==> src/rtl/tmr_chan_pkg.sv <==
package tmr_chan_pkg;
  localparam int BYTE_W    = 8;
  localparam int ADDR_W    = 2;

  localparam logic [ADDR_W-1:0] A_STAT = 2'd0;
  localparam logic [ADDR_W-1:0] A_VHI  = 2'd1;
  localparam logic [ADDR_W-1:0] A_VLO  = 2'd2;

  localparam int B_FLAG = 7;
  localparam int B_IE   = 6;
  localparam int B_MODB = 5;
  localparam int B_MODA = 4;
  localparam int B_SELH = 3;
  localparam int B_SELL = 2;
  localparam int B_OVT  = 1;
  localparam int B_FULL = 0;

  typedef enum logic [1:0] {
    ACT_NONE   = 2'b00,
    ACT_TOGGLE = 2'b01,
    ACT_CLEAR  = 2'b10,
    ACT_SET    = 2'b11
  } pin_act_e;
endpackage

==> src/rtl/tmr_pin_sync.sv <==
module tmr_pin_sync #(
  parameter int STAGES = 2
) (
  input  logic clk,
  input  logic rst,
  input  logic pin,
  output logic rise,
  output logic fall
);
  logic [STAGES:0] sh;

  always_ff @(posedge clk) begin
    if (rst) sh <= '0;
    else     sh <= {sh[STAGES-1:0], pin};
  end

  assign rise = sh[STAGES-1] & ~sh[STAGES];
  assign fall = ~sh[STAGES-1] & sh[STAGES];
endmodule

==> src/rtl/tmr_flag_ctl.sv <==
module tmr_flag_ctl (
  input  logic clk,
  input  logic rst,
  input  logic evt,
  input  logic rd_stat,
  input  logic wr_stat,
  input  logic wr_flag_bit,
  output logic flag_q,
  output logic flag_nxt,
  output logic armed_q
);
  logic armed_nxt;

  always_comb begin
    armed_nxt = armed_q;
    if (evt)                    armed_nxt = 1'b0;
    else if (wr_stat)           armed_nxt = 1'b0;
    else if (rd_stat && flag_q) armed_nxt = 1'b1;

    flag_nxt = flag_q;
    if (evt)                                      flag_nxt = 1'b1;
    else if (wr_stat && !wr_flag_bit && armed_q)  flag_nxt = 1'b0;
  end

  always_ff @(posedge clk) begin
    if (rst) begin
      flag_q  <= 1'b0;
      armed_q <= 1'b0;
    end else begin
      flag_q  <= flag_nxt;
      armed_q <= armed_nxt;
    end
  end
endmodule

==> src/rtl/tmr_pin_drive.sv <==
module tmr_pin_drive
  import tmr_chan_pkg::*;
(
  input  logic       clk,
  input  logic       rst,
  input  logic       fire,
  input  logic [1:0] act,
  output logic       pin_q
);
  always_ff @(posedge clk) begin
    if (rst) pin_q <= 1'b0;
    else if (fire) begin
      unique case (pin_act_e'(act))
        ACT_TOGGLE: pin_q <= ~pin_q;
        ACT_CLEAR:  pin_q <= 1'b0;
        ACT_SET:    pin_q <= 1'b1;
        default:    pin_q <= pin_q;
      endcase
    end
  end
endmodule

==> src/rtl/tmr_chan_ctrl.sv <==
module tmr_chan_ctrl
  import tmr_chan_pkg::*;
#(
  parameter int CNT_W      = 16,
  parameter int SYNC_STAGES = 2,
  parameter bit HAS_MODE_B = 1'b1
) (
  input  logic              clk,
  input  logic              rst,
  input  logic [ADDR_W-1:0] addr,
  input  logic              rd_en,
  input  logic              wr_en,
  input  logic [BYTE_W-1:0] wdata,
  output logic [BYTE_W-1:0] rdata,
  input  logic [CNT_W-1:0]  cnt,
  input  logic              pin_in,
  output logic              pin_out,
  output logic              irq
);
  localparam int HI_W = CNT_W - BYTE_W;

  logic             ie_q, modb_q, moda_q, ovt_q, full_q;
  logic [1:0]       sel_q;
  logic [CNT_W-1:0] value_q;
  logic             match_q;
  logic             rise, fall;
  logic             evt_cap, evt_cmp, evt;
  logic             flag_q, flag_nxt, armed_q;
  logic             rd_stat, wr_stat;
  logic             ie_nxt;
  logic [BYTE_W-1:0] stat_rd;

  assign rd_stat = rd_en && (addr == A_STAT);
  assign wr_stat = wr_en && (addr == A_STAT);

  tmr_pin_sync #(.STAGES(SYNC_STAGES)) u_sync (
    .clk(clk), .rst(rst), .pin(pin_in), .rise(rise), .fall(fall)
  );

  assign evt_cap = !moda_q && ((sel_q[0] && rise) || (sel_q[1] && fall));
  assign evt_cmp = moda_q && (cnt == value_q) && !match_q;
  assign evt     = evt_cap || evt_cmp;

  tmr_flag_ctl u_flag (
    .clk(clk), .rst(rst), .evt(evt), .rd_stat(rd_stat), .wr_stat(wr_stat),
    .wr_flag_bit(wdata[B_FLAG]), .flag_q(flag_q), .flag_nxt(flag_nxt),
    .armed_q(armed_q)
  );

  tmr_pin_drive u_drive (
    .clk(clk), .rst(rst), .fire(evt_cmp), .act(sel_q), .pin_q(pin_out)
  );

  assign ie_nxt = wr_stat ? wdata[B_IE] : ie_q;

  always_ff @(posedge clk) begin
    if (rst) begin
      ie_q   <= 1'b0;
      modb_q <= 1'b0;
      moda_q <= 1'b0;
      sel_q  <= 2'b00;
      ovt_q  <= 1'b0;
      full_q <= 1'b0;
    end else if (wr_stat) begin
      ie_q   <= wdata[B_IE];
      moda_q <= wdata[B_MODA];
      sel_q  <= wdata[B_SELH:B_SELL];
      ovt_q  <= wdata[B_OVT];
      full_q <= wdata[B_FULL];
      if (HAS_MODE_B) modb_q <= wdata[B_MODB];
    end
  end

  always_ff @(posedge clk) begin
    if (rst) begin
      value_q <= '0;
      match_q <= 1'b0;
    end else begin
      match_q <= (cnt == value_q);
      if (evt_cap) value_q <= cnt;
      else if (wr_en && addr == A_VHI) value_q[CNT_W-1:BYTE_W] <= wdata[HI_W-1:0];
      else if (wr_en && addr == A_VLO) value_q[BYTE_W-1:0] <= wdata;
    end
  end

  assign stat_rd = {flag_q, ie_q, modb_q, moda_q, sel_q, ovt_q, full_q};

  always_ff @(posedge clk) begin
    if (rst) begin
      rdata <= '0;
      irq   <= 1'b0;
    end else begin
      irq <= flag_nxt && ie_nxt;
      if (rd_en) begin
        unique case (addr)
          A_STAT:  rdata <= stat_rd;
          A_VHI:   rdata <= BYTE_W'(value_q >> BYTE_W);
          A_VLO:   rdata <= value_q[BYTE_W-1:0];
          default: rdata <= '0;
        endcase
      end
    end
  end
endmodule

==> config.mk <==
export PLATFORM = sky130hd
export DESIGN_NAME = tmr_chan_ctrl
export DESIGN_NICKNAME = d
export VERILOG_FILES = /design/src/rtl/tmr_chan_pkg.sv /design/src/rtl/tmr_pin_sync.sv /design/src/rtl/tmr_flag_ctl.sv /design/src/rtl/tmr_pin_drive.sv /design/src/rtl/tmr_chan_ctrl.sv
export SDC_FILE = /design/constraint.sdc
export NUM_CORES = 1
export LEC_CHECK = 0
export ABC_AREA = 1
export BUFFER_PORTS_ARGS = -buffer_cell sky130_fd_sc_hd__buf_2
export CORE_MARGIN = 2
export CORE_UTILIZATION = 40
export CTS_BUF_LIST = sky130_fd_sc_hd__clkbuf_8
export CTS_CLUSTER_SIZE = 24
export DETAILED_ROUTE_END_ITERATION = 8
export HOLD_SLACK_MARGIN = 0.06
export PLACE_DENSITY = 0.73
export RECOVER_POWER = 25
export SLEW_MARGIN = 25
export SYNTH_ARGS = -nofsm -noshare
export SYNTH_HDL_FRONTEND = slang
export SYNTH_SLANG_ARGS = --single-unit
==> constraint.sdc <==
create_clock -name clk -period 3.55 [get_ports clk]
set_input_delay 0 -clock clk [delete_from_list [all_inputs] [get_ports clk]]
set_output_delay 0 -clock clk [all_outputs]
set_load 0.02 [all_outputs]
==> impl_metrics.env <==
export IMPL_drtPass1Iterations=4
export IMPL_synth_edff_count=0
export IMPL_numCtsBuffers=5
export IMPL_fin_util_pct=50.7
export IMPL_ys_flop_type="dfxtp_1"
export IMPL_grt_use_met2_pct=34.6
export IMPL_grt_use_total_pct=19.9
export IMPL_rsz0062_at_grt="false"
export IMPL_grt_max_degree=27
export IMPL_nNetsFinal=401
export IMPL_synth_area_per_cell_um2=6.48
export IMPL_cap_violations=0
export IMPL_finalWirelength_um=5260
export IMPL_slew_violations=0
export IMPL_crit_required_ps=3790
export IMPL_cp_start_kind="flop"
export IMPL_ys_top_cells_by_area="dfxtp_1, nand2_1, inv_1"
export IMPL_min_period_ps=1750
export IMPL_top_usage_layer="met2"
export IMPL_status="finished clean"
export IMPL_cts_setup_buffers=0
export IMPL_ir_drop_mv=0.199
export IMPL_dieArea_um2=5730
export IMPL_diodes=0
export IMPL_placedCellCount=420
export IMPL_die_h_um=75.7
export IMPL_rows=26
export IMPL_gp_congestion=0.920
export IMPL_start_util_pct=40.8
export IMPL_drt_iter0_drc=147
export IMPL_yosys_warnings=0
export IMPL_crit_chain="inv_2 -> o21ai_2 -> nand3_2 -> inv_1 -> nand2_1 -> o211ai_1 -> nand2_1 -> inv_1"
export IMPL_die_x_um=75.7
export IMPL_worst_pin_slew_ps=745
export IMPL_overflow=0
export IMPL_use_met1_pct=23.7
export IMPL_grt_pass1_wl_um=8470
export IMPL_cp_slowest_stage_delay_ps=450
export IMPL_cts_hold_fix_buffers=13
export IMPL_async_flop_share_pct=0
export IMPL_setup_violations=0
export IMPL_synth_top_area_share_pct=38.0
export IMPL_antenna_found_initial=0
export IMPL_netlist_top_cell_by_area="dfxtp_1"
export IMPL_clock_latency_ps=300
export IMPL_fill_cells=526
export IMPL_syn2layout_area_growth_pct=24.4
export IMPL_io_buffers=40
export IMPL_critPathMaxFanout=23
export IMPL_yosysMostFrequentCell="nand2_1"
export IMPL_max_freq_ghz=0.570
export IMPL_cp_arrival_ps=2000
export IMPL_dp_hpwl_um=3860
export IMPL_leakage_nw=1.29
export IMPL_critPathTopFamily="simple AND/OR/NAND/NOR gates"
export IMPL_cts_resized_gates=0
export IMPL_synth_seq_cells=39
export IMPL_yosys_top_cells_count="nand2_1, inv_1, dfxtp_1"
export IMPL_netlist_area_um2=2060
export IMPL_antenna_left=0
export IMPL_vias_per_cell=4.74
export IMPL_drive_above_1_share_pct=14.6
export IMPL_hold_class="input port to flop"
export IMPL_timing_final_crit_share_pct=49.4
export IMPL_crit_buf_inv=3
export IMPL_grt_pass1_vias=1987
export IMPL_coreArea_um2=5040
export IMPL_power_density_nw_per_um2=416
export IMPL_final_cells=441
export IMPL_clockBufferDepth=2
export IMPL_yosysSeqAreaShare_pct=38.0
export IMPL_critPathKind="flop to flop"
export IMPL_htree_levels=2
export IMPL_ys_types=27
export IMPL_cts_sinks=39
export IMPL_fin_setup_tns_ps=0
export IMPL_hold_viol_final=0
export IMPL_drc=0
export IMPL_whs_ps=61.2
export IMPL_syn_inst=317
export IMPL_wl_per_cell_um=11.9
export IMPL_endpoint_kind="flop"
export IMPL_ios=41
export IMPL_vias=2091
export IMPL_use_met3_pct=3.17
export IMPL_clkTransAtPathRegs_ps=80
export IMPL_slew_limit_headroom_pct=50.3
export IMPL_crit_slowest_cell="nand3_2"
export IMPL_cts_root_buf="clkbuf_8"
export IMPL_syn_nets=348
export IMPL_tritoncts="built"
export IMPL_fin_skew_ps=5.06
[registers in the layout, indices dropped and copies added (netlist names)]
name            count
ovt_q               1
u_flag.flag_q       1
irq                 1
u_drive.pin_q       1
match_q             1
ie_q                1
sel_q               2
rdata               8
full_q              1
value_q            16
modb_q              1
u_sync.sh           3
u_flag.armed_q      1
moda_q              1
[power by group]
| group | switching [mW] | total, mW | internal, mW |
|---|---|---|---|
| registers | 0.0108 | 0.467 | 0.456 |
| logic | 0.0974 | 0.159 | 0.0614 |
| clock network | 0.160 | 0.438 | 0.278 |
| total | 0.269 | 1.06 | 0.796 |
[layout by cell type, fill, tap and decap left out, types with 6 or more instances in the layout]
cell	count
a21oi_1	12
nor2_1	35
dfxtp_1	39
o21ai_1	10
inv_2	6
buf_2	29
dlygate4sd3_1	13
o21ai_0	15
nand2_1	93
clkbuf_1	11
o22ai_1	10
inv_1	54
[path summary, 6_finish.rpt]
check | depth (start not counted) | slack [ps] | endpoint | start
worst min register to register | 2 | 410 | u_sync.sh[1] | u_sync.sh[0]
worst min-delay path | 5 | 60 | value_q[10] | cnt[10]
worst max register to register | 8 | 1800 | value_q[14] | sel_q[0]
worst max-delay path | 8 | 1800 | value_q[14] | sel_q[0]
[layout make-up]
cell class | instances | area (um^2) | share of cell area, %
timing repair buffer | 53 | 317 | 12.4
inverter | 61 | 231 | 9.05
sequential | 39 | 781 | 30.5
clock inverter | 3 | 63.8 | 2.50
multi-input combinational | 210 | 1010 | 39.4
clock buffer | 5 | 68.8 | 2.69
tap | 70 | 87.6 | 3.42
[cells by family (layout without fill, tap and decap cells)]
family,after synthesis,in the layout,share of synthesized area [%]
buffers and inverters,68,122,13.0
AND/OR/NAND/NOR,147,147,29.9
XOR/XNOR,4,4,1.70
flip-flops,39,39,38.0
AO/OA/AOI/OAI,59,59,17.4
[through the flow]
step | setup slack [ps] | area, um^2 | total power, mW
floorplan | 2350 | 2060 | 0.575
global placement | 1940 | 2310 | 0.622
detailed placement | 1850 | 2310 | 0.625
CTS | 1830 | 2570 | 1.07
global route | 1600 | 2560 | 1.11
finish | 1800 | 2560 | 1.06
[tightest hold or removal path, cell delays in order]
cell and delay (ps):
buf_2 100, nand2_1 50, o211ai_1 80, nand2_1 50
inv_1 40
[routing by layer]
| layer | vias up | part of all wire, % |
|---|---|---|
| met1 | 925 | 47 |
| met5 | - | 0 |
| met3 | 13 | 3.8 |
| met2 | 52 | 47 |
| met4 | 0 | 2.5 |
| li1 | 1101 | - |
Note: power is estimated with default switching activity, not from simulation.
